## src/rtl/eag_pkg.sv

```systemverilog
package eag_pkg;
  typedef enum logic [1:0] {
    EA_ABS     = 2'd0,
    EA_LOW16   = 2'd1,
    EA_PAIR    = 2'd2,
    EA_INDEXED = 2'd3
  } ea_mode_e;
endpackage

```

## src/rtl/eag_port_sel.sv

```systemverilog
module eag_port_sel
  import eag_pkg::*;
#(
  parameter int IDX_W    = 4,
  parameter int IDX_LO_R = 12
) (
  input  ea_mode_e         mode_i,
  input  logic [IDX_W-1:0] sel_i,
  output logic [IDX_W-1:0] idx_a_o,
  output logic [IDX_W-1:0] idx_b_o,
  output logic [IDX_W-1:0] idx_c_o
);
  localparam logic [IDX_W-1:0] IdxLo = IDX_W'(IDX_LO_R);
  localparam logic [IDX_W-1:0] IdxHi = IDX_W'(IDX_LO_R + 1);

  logic [2:0]       pair_code;
  logic [IDX_W-1:0] pair_low;

  // irregular pair numbering: low regs 0,2,..,10 then 15, then wraps
  always_comb begin
    pair_code = sel_i[2:0];
    if (pair_code < 3'd6) pair_low = IDX_W'({pair_code, 1'b0});
    else                  pair_low = IDX_W'({pair_code, 1'b0}) + IDX_W'(3);
  end

  always_comb begin
    idx_a_o = '0;
    idx_b_o = '0;
    idx_c_o = '0;
    unique case (mode_i)
      EA_LOW16: idx_a_o = sel_i;
      EA_PAIR: begin
        idx_a_o = sel_i;
        idx_b_o = sel_i + IDX_W'(1);
      end
      EA_INDEXED: begin
        idx_a_o = pair_low;
        idx_b_o = pair_low + IDX_W'(1);
        idx_c_o = sel_i[3] ? IdxHi : IdxLo;
      end
      default: ;
    endcase
  end
endmodule

```

## src/rtl/eag_base_form.sv

```systemverilog
module eag_base_form
  import eag_pkg::*;
#(
  parameter int IDX_W    = 4,
  parameter int REG_W    = 32,
  parameter int NARROW_W = 16,
  parameter int N_NARROW = 12
) (
  input  ea_mode_e         mode_i,
  input  logic [IDX_W-1:0] idx_a_i,
  input  logic [REG_W-1:0] data_a_i,
  input  logic [REG_W-1:0] data_b_i,
  input  logic [REG_W-1:0] data_c_i,
  output logic [REG_W-1:0] base_o,
  output logic [REG_W-1:0] index_o
);
  localparam int UPPER_W = REG_W - 2 * NARROW_W;

  logic [REG_W-1:0] low_ext;
  logic [REG_W-1:0] joined;
  logic             a_is_wide;

  generate
    if (UPPER_W > 0) begin : g_pad
      assign joined = {{UPPER_W{1'b0}}, data_b_i[NARROW_W-1:0], data_a_i[NARROW_W-1:0]};
    end else begin : g_nopad
      assign joined = {data_b_i[NARROW_W-1:0], data_a_i[NARROW_W-1:0]};
    end
  endgenerate

  assign low_ext   = {{(REG_W-NARROW_W){1'b0}}, data_a_i[NARROW_W-1:0]};
  assign a_is_wide = (int'(idx_a_i) >= N_NARROW);

  always_comb begin
    base_o  = '0;
    index_o = '0;
    unique case (mode_i)
      EA_LOW16: base_o = low_ext;
      EA_PAIR:  base_o = a_is_wide ? data_a_i : joined;
      EA_INDEXED: begin
        base_o  = a_is_wide ? data_a_i : joined;
        index_o = data_c_i;
      end
      default: ;
    endcase
  end
endmodule

```

## src/rtl/eag_adder.sv

```systemverilog
module eag_adder
  import eag_pkg::*;
#(
  parameter int REG_W  = 32,
  parameter int DISP_W = 20,
  parameter int ADDR_W = 24
) (
  input  ea_mode_e          mode_i,
  input  logic [REG_W-1:0]  base_i,
  input  logic [REG_W-1:0]  index_i,
  input  logic [DISP_W-1:0] disp_i,
  input  logic              disp_signed_i,
  input  logic [ADDR_W-1:0] abs_i,
  output logic [ADDR_W-1:0] addr_o
);
  logic [REG_W-1:0] disp_ext;
  logic [REG_W-1:0] sum;

  generate
    if (DISP_W < REG_W) begin : g_ext
      assign disp_ext = {{(REG_W-DISP_W){disp_signed_i & disp_i[DISP_W-1]}}, disp_i};
    end else begin : g_noext
      assign disp_ext = disp_i[REG_W-1:0];
    end
  endgenerate

  assign sum = base_i + index_i + disp_ext;

  always_comb begin
    if (mode_i == EA_ABS) addr_o = abs_i;
    else                  addr_o = sum[ADDR_W-1:0];
  end
endmodule

```

## src/rtl/eag_top.sv

```systemverilog
module eag_top
  import eag_pkg::*;
#(
  parameter int ADDR_W   = 24,
  parameter int DISP_W   = 20,
  parameter int REG_W    = 32,
  parameter int NARROW_W = 16,
  parameter int N_REGS   = 16,
  parameter int N_NARROW = 12
) (
  input  logic                      clk_i,
  input  logic                      rst_ni,
  input  logic                      req_valid_i,
  input  logic [1:0]                mode_i,
  input  logic [$clog2(N_REGS)-1:0] reg_sel_i,
  input  logic [DISP_W-1:0]         disp_i,
  input  logic                      disp_signed_i,
  input  logic [ADDR_W-1:0]         abs_addr_i,
  output logic [$clog2(N_REGS)-1:0] rf_idx_a_o,
  output logic [$clog2(N_REGS)-1:0] rf_idx_b_o,
  output logic [$clog2(N_REGS)-1:0] rf_idx_c_o,
  input  logic [REG_W-1:0]          rf_data_a_i,
  input  logic [REG_W-1:0]          rf_data_b_i,
  input  logic [REG_W-1:0]          rf_data_c_i,
  output logic [ADDR_W-1:0]         addr_o,
  output logic                      addr_valid_o
);
  localparam int IDX_W = $clog2(N_REGS);

  ea_mode_e         mode;
  logic [1:0]       rst_pipe;
  logic             rst_sync_n;
  logic [REG_W-1:0] base;
  logic [REG_W-1:0] index_term;
  logic [ADDR_W-1:0] addr_calc;
  logic [ADDR_W-1:0] addr_d, addr_q;
  logic              valid_d, valid_q;
  logic              addr_en;

  assign mode = ea_mode_e'(mode_i);

  // reset: asynchronous assertion, synchronous release
  always_ff @(posedge clk_i or negedge rst_ni) begin
    if (!rst_ni) rst_pipe <= 2'b00;
    else         rst_pipe <= {rst_pipe[0], 1'b1};
  end
  assign rst_sync_n = rst_pipe[1];

  eag_port_sel #(.IDX_W(IDX_W), .IDX_LO_R(N_NARROW)) u_port_sel (
    .mode_i (mode),
    .sel_i  (reg_sel_i),
    .idx_a_o(rf_idx_a_o),
    .idx_b_o(rf_idx_b_o),
    .idx_c_o(rf_idx_c_o)
  );

  eag_base_form #(
    .IDX_W(IDX_W), .REG_W(REG_W), .NARROW_W(NARROW_W), .N_NARROW(N_NARROW)
  ) u_base_form (
    .mode_i  (mode),
    .idx_a_i (rf_idx_a_o),
    .data_a_i(rf_data_a_i),
    .data_b_i(rf_data_b_i),
    .data_c_i(rf_data_c_i),
    .base_o  (base),
    .index_o (index_term)
  );

  eag_adder #(.REG_W(REG_W), .DISP_W(DISP_W), .ADDR_W(ADDR_W)) u_adder (
    .mode_i       (mode),
    .base_i       (base),
    .index_i      (index_term),
    .disp_i       (disp_i),
    .disp_signed_i(disp_signed_i),
    .abs_i        (abs_addr_i),
    .addr_o       (addr_calc)
  );

  // next state
  always_comb begin
    addr_en = req_valid_i;
    valid_d = req_valid_i;
    addr_d  = addr_q;
    if (addr_en) addr_d = addr_calc;
  end

  // registers
  always_ff @(posedge clk_i or negedge rst_sync_n) begin
    if (!rst_sync_n) begin
      addr_q  <= '0;
      valid_q <= 1'b0;
    end else begin
      valid_q <= valid_d;
      if (addr_en) addr_q <= addr_d;
    end
  end

  assign addr_o       = addr_q;
  assign addr_valid_o = valid_q;
endmodule

```

## config.mk

```make
export PLATFORM = sky130hd
export DESIGN_NAME = eag_top
export DESIGN_NICKNAME = d
export VERILOG_FILES = /design/src/rtl/eag_pkg.sv /design/src/rtl/eag_port_sel.sv /design/src/rtl/eag_base_form.sv /design/src/rtl/eag_adder.sv /design/src/rtl/eag_top.sv
export SDC_FILE = /design/constraint.sdc
export NUM_CORES = 1
export LEC_CHECK = 0
export CORE_AREA = 2 2 99 101
export DETAILED_ROUTE_END_ITERATION = 12
export DIE_AREA = 0 0 101 103
export GPL_ROUTABILITY_DRIVEN = 0
export PLACE_DENSITY = 0.85
export SLEW_MARGIN = 15
export SYNTH_ARGS = -nofsm -noshare
export SYNTH_HDL_FRONTEND = slang
export SYNTH_HIERARCHICAL = 1
export SYNTH_SLANG_ARGS = --single-unit
```

## constraint.sdc

```tcl
create_clock -name clk_i -period 5.8 [get_ports clk_i]
set_input_delay 0.87 -clock clk_i [delete_from_list [all_inputs] [get_ports clk_i]]
set_output_delay 0.87 -clock clk_i [all_outputs]
set_load 0.005 [all_outputs]
```

# Word level (Yosys, flattened, before mapping)
# Cells that the tools add are included.
# word_totals
ff_bits,27
out_inout_bits,37
# classes
add_sub_neg,5
order_cmp,2
n_eq_ne,3
muxes,9
bitwise_logic,1
n_reduce_logical,3
# ops
op,n
24-bit 2-to-1 mux,3
24-bit adder,2
24-bit case mux with 2 select lines,1
4-bit case mux with 2 select lines,2
"4-bit by 1-bit adder with 4-bit output, second input constant",2
4-bit 2-to-1 mux,2
"4-bit by 2-bit adder with 4-bit output, second input constant",1
"2-bit equality test, second input constant",2
"4-bit greater-or-equal comparator, second input constant",1
2-bit OR reduction,2
"3-bit < comparator, second input constant",1
"2-bit by 1-bit equality test with 1-bit output, second input constant",1
2-bit zero test,1
1-bit bitwise AND,1
1-bit 2-to-1 mux,1

# Logic depth before layout (Yosys ltp)
# logic_depth
ltp_word,9
depth_mapped,19

# Modules after synthesis
# Netlist, hierarchy kept.
# modules_own_cells
module,instances,cells_per_inst,area_each_um2,seq_area_each_um2
eag_adder,1,290,2224.6,0.0
eag_top,1,55,1076.0,675.6
eag_base_form,1,114,703.2,0.0
eag_port_sel,1,56,365.4,0.0

# Worst setup path after synthesis
# OpenSTA, ideal clock, no wires.
# synth_path
path_type,input port to flip-flop
from,input port mode_i[0]
to,register addr_q[21] (netlist: addr_o[21])
t_arrival_ns,4.386
required_time_ns,5.675
path_slack_ns,1.289
stages,19
path_buffers,5
path_cell_list,ha_1 > buf_6 > buf_2 > a32oi_1 > nor2_1 > buf_2 > and2_4 > buf_12 > o21ai_2 > fa_1 > ha_1 > clkbuf_1 > nand3_1 > a41oi_1 > o41ai_2 > or3_1 > o211ai_1 > nor3_1 > mux2_4
# synth_between
elab_chain_cells,9
# synth_rtl
element,line_no,source
"start, declared",eag_top.sv:14,"input logic [1:0] mode_i,"
2-bit by 1-bit equality test with 1-bit output / 2-bit equality test (equally long branches),eag_port_sel.sv:30,unique case (mode_i)
2-bit OR reduction (no source line),n/a,
4-bit case mux with 2 select lines *,eag_port_sel.sv:30,
named net rf_idx_a_o[2],eag_top.sv:19,"output logic [$clog2(N_REGS)-1:0] rf_idx_a_o,"
4-bit greater-or-equal comparator *,eag_base_form.sv:32,assign a_is_wide = (int'(idx_a_i) >= N_NARROW);
24-bit 2-to-1 mux *,"eag_base_form.sv:39, eag_base_form.sv:41",
24-bit case mux with 2 select lines *,eag_base_form.sv:37,unique case (mode_i)
named net base[18],eag_top.sv:33,logic [REG_W-1:0] base;
24-bit adder * (2 in series),eag_adder.sv:27,assign sum = base_i + index_i + disp_ext;
24-bit 2-to-1 mux *,eag_adder.sv:30,if (mode_i == EA_ABS) addr_o = abs_i;
named net addr_calc[21],eag_top.sv:35,logic [ADDR_W-1:0] addr_calc;
"end signal, assigned",eag_top.sv:94,if (addr_en) addr_q <= addr_d;
"end, declared",eag_top.sv:36,"logic [ADDR_W-1:0] addr_d, addr_q;"
# The timed path passes the listed nets; every way through them passes the cells marked *.
# A chain may end at the register's enable or synchronous reset.

# Worst setup path after layout
# layout_path
from,input port mode_i[0]
to,register addr_q[21] (netlist: addr_o[21])
# layout_between
elab_chain_cells,9
# layout_rtl
element,line_no
2-bit by 1-bit equality test with 1-bit output / 2-bit equality test (equally long branches),"eag_port_sel.sv:30, eag_base_form.sv:37"
2-bit OR reduction (no source line),n/a
4-bit case mux with 2 select lines,eag_port_sel.sv:30
4-bit greater-or-equal comparator,eag_base_form.sv:32
24-bit 2-to-1 mux,"eag_base_form.sv:39, eag_base_form.sv:41"
24-bit case mux with 2 select lines *,eag_base_form.sv:37
named net base[16],eag_top.sv:33
24-bit adder * (2 in series),eag_adder.sv:27
24-bit 2-to-1 mux *,eag_adder.sv:30
named net addr_calc[21],eag_top.sv:35
# Marks and branches as above.

==> flow_summary_export.csv <==
group,metric,value,unit
pwr,ir_drop,0.109,mV
detailed_routing,vias,4092,
final_layout,fillers,809,
clocking,clock-sinks,27,
pwr,netSwitchingFraction,37.0,%
detailed_routing,ant_nets,0,
timing,layout_min_cycle_time,5.27,ns
timing,worstMarginPinSlew,1.02,ns
synth,syn_area,4190,um2
critical_path,worstSetupStartpointType,"primary input",
run,max-cap-violations,0,
global_routing,grt_pass1_wl,18.8,mm
timing,maxSlewViolCount,0,
placement,dp_hpwl,9.33,mm
detailed_routing,wl_per_cell,16.0,um
global_routing,grt_max_degree,44,
clocking,insertion_delay,0.27,ns
final_layout,drive_above_1_share,11.0,%
floorplan,core,9460,um2
pwr,intPower,0.715,mW
placement,dp_slack,0.282,ns
floorplan,die_h,103,um
pwr,p_comb_share,65.7,%
clocking,htreeDepth,1,
floorplan,dieArea,10400,um2
timing,finalSetupViolCount,0,
pwr,leakagePower,2.43,nW
detailed_routing,routed_wl,11.4,mm
worst_hold_path,hp-class,"register to register",
synth,syn-num-nets,684,
global_routing,grt_pass1_vias,4136,
detailed_routing,drc,0,
critical_path,critPathCaptureType,"register",
pwr,p_sw,0.420,mW
critical_path,cp.arrival,5.43,ns
final_layout,area.growth.synth_to_final,33.8,%
floorplan,start_util,44.3,%
floorplan,ioPinCount,187,
timing,fmax,190,MHz
final_layout,antennaDiodeCount,0,
clocking,cts_resized,0,
clocking,holdBufCountCts,0,
clocking,cts_buffers,3,
timing,max_slew_margin,32.1,%
clocking,cts_tree,"yes",
outcome,status,"complete, no violations",
synth,synthCells,483,
timing,setup_tns,0,ns
floorplan,rows,36,
timing,hold_violations,0,
timing,holdWs,0.356,ns
detailed_routing,vias_per_cell,5.74,
pwr,pwr_density_cell,202,nW/um2
pwr,p_seq_share,25.2,%
pwr,clock_power_share,9.1,%
clocking,clkSlewWorstSetupHoldPaths,0.08,ns
final_layout,fin_nets,801,
placement,dpl.cell_count,709,
timing,grt_setup_unrepaired,"no",
critical_path,path_max_fanout,28,
global_routing,grt.overflow.total,0,
placement,placed_cell_area,5560,um2
global_routing,groute.usage.overall,21.9,%
clocking,post-cts-setup-buffers,0,
critical_path,critPathKind,"primary input to register",
detailed_routing,dr.pass1.iters,6,
placement,port_buffers,145,
timing,setup_ws,0.530,ns
global_routing,antenna_found_initial,0,
synth,avgSynthCellArea,8.67,um2
floorplan,die_width,101,um
detailed_routing,first_iter_violations,189,
synth,ys_warn_count,6,
timing,finClkSkew,0.00260,ns
final_layout,final_cells,713,
critical_path,required,5.96,ns
final_layout,final_cell_area,5600,um2
clocking,cts_root_buffer,"clkbuf_8",
clocking,cts_buffer_depth,2,
timing,fin_crit_sh,90.9,%
==> per-stage QoR <==
stage,total power [mW],util (%)
2_1_floorplan,0.737,-
3_3_place_gp,1.01,58.8
3_5_place_dp,1.03,58.8
4_1_cts,1.14,59.2
5_1_grt,1.23,59.2
6_report,1.13,59.2
==> cells in the final DEF (no fill, tap or decap), drive strengths merged, types with 6 or more instances in the layout <==
master and n:
clkdlybuf4s50 145, nand2 38, a21oi 36, nor2 34
o21ai 32, and3 29, dfrtp 27, ha 27
mux2 25, fa 24, nor2b 16, nand3 15
inv 14, nand4 13, nor3 13, a211oi 8
buf 7, xnor2 7, xor2 6, a21o 6
and2 6
==> sequential cells by signal, summed over array words and instances, names as in the netlist <==
signal,cells
rst_pipe,2
addr_o,24
addr_valid_o,1
==> worst max-delay path, stage by stage <==
cell             delay (ns)
clkdlybuf4s50_1        0.48
buf_4                  0.29
ha_1                   0.22
a32oi_1                0.09
nor2_1                 0.55
and2_4                 0.35
o21ai_0                0.15
fa_1                   0.48
ha_1                   0.49
nand2_1                0.18
o21ai_2                0.33
o41ai_2                0.14
or3_1                  0.38
o211ai_1               0.10
nor3_1                 0.07
mux2_4                 0.25
==> final timing paths <==
kind,start,to,slack [ns],depth (start not counted)
worst max-delay path,mode_i[0],addr_o[21],0.53,16
worst min-delay path,rst_pipe[0],rst_pipe[1],0.36,0
worst max register to register,rst_pipe[1],addr_o[15],4.80,0
worst min register to register,rst_pipe[0],rst_pipe[1],0.36,0
max in group asynchronous,rst_pipe[1],addr_o[15],4.80,0
min in group asynchronous,rst_pipe[1],addr_o[19],0.41,0
==> area by class of cell <==
cell class	count	area, um2	area share [%]
Clock buffer	4	45.0	0.804
Inverter	14	52.6	0.938
Multi-Input combinational cell	402	3180	56.8
Sequential cell	27	676	12.1
Tap cell	114	143	2.55
Timing Repair Buffer	152	1500	26.8
==> power groups by stage <==
stage	logic (mW)	clock network (mW)	registers [mW]
CTS	0.744	0.107	0.287
global route	0.820	0.115	0.294
global placement	0.719	0	0.287
floorplan	0.450	0	0.287
detailed placement	0.740	0	0.291
finish	0.745	0.103	0.286
==> layer usage <==
layer	wire length, um	track usage, %	part of all wire (%)
met4	193	5.51	1.7
met5	0	0	0
met2	5430	38.7	47
met3	771	2.64	6.7
met1	5050	28.6	44
Note: power is estimated with default switching activity, not from simulation.
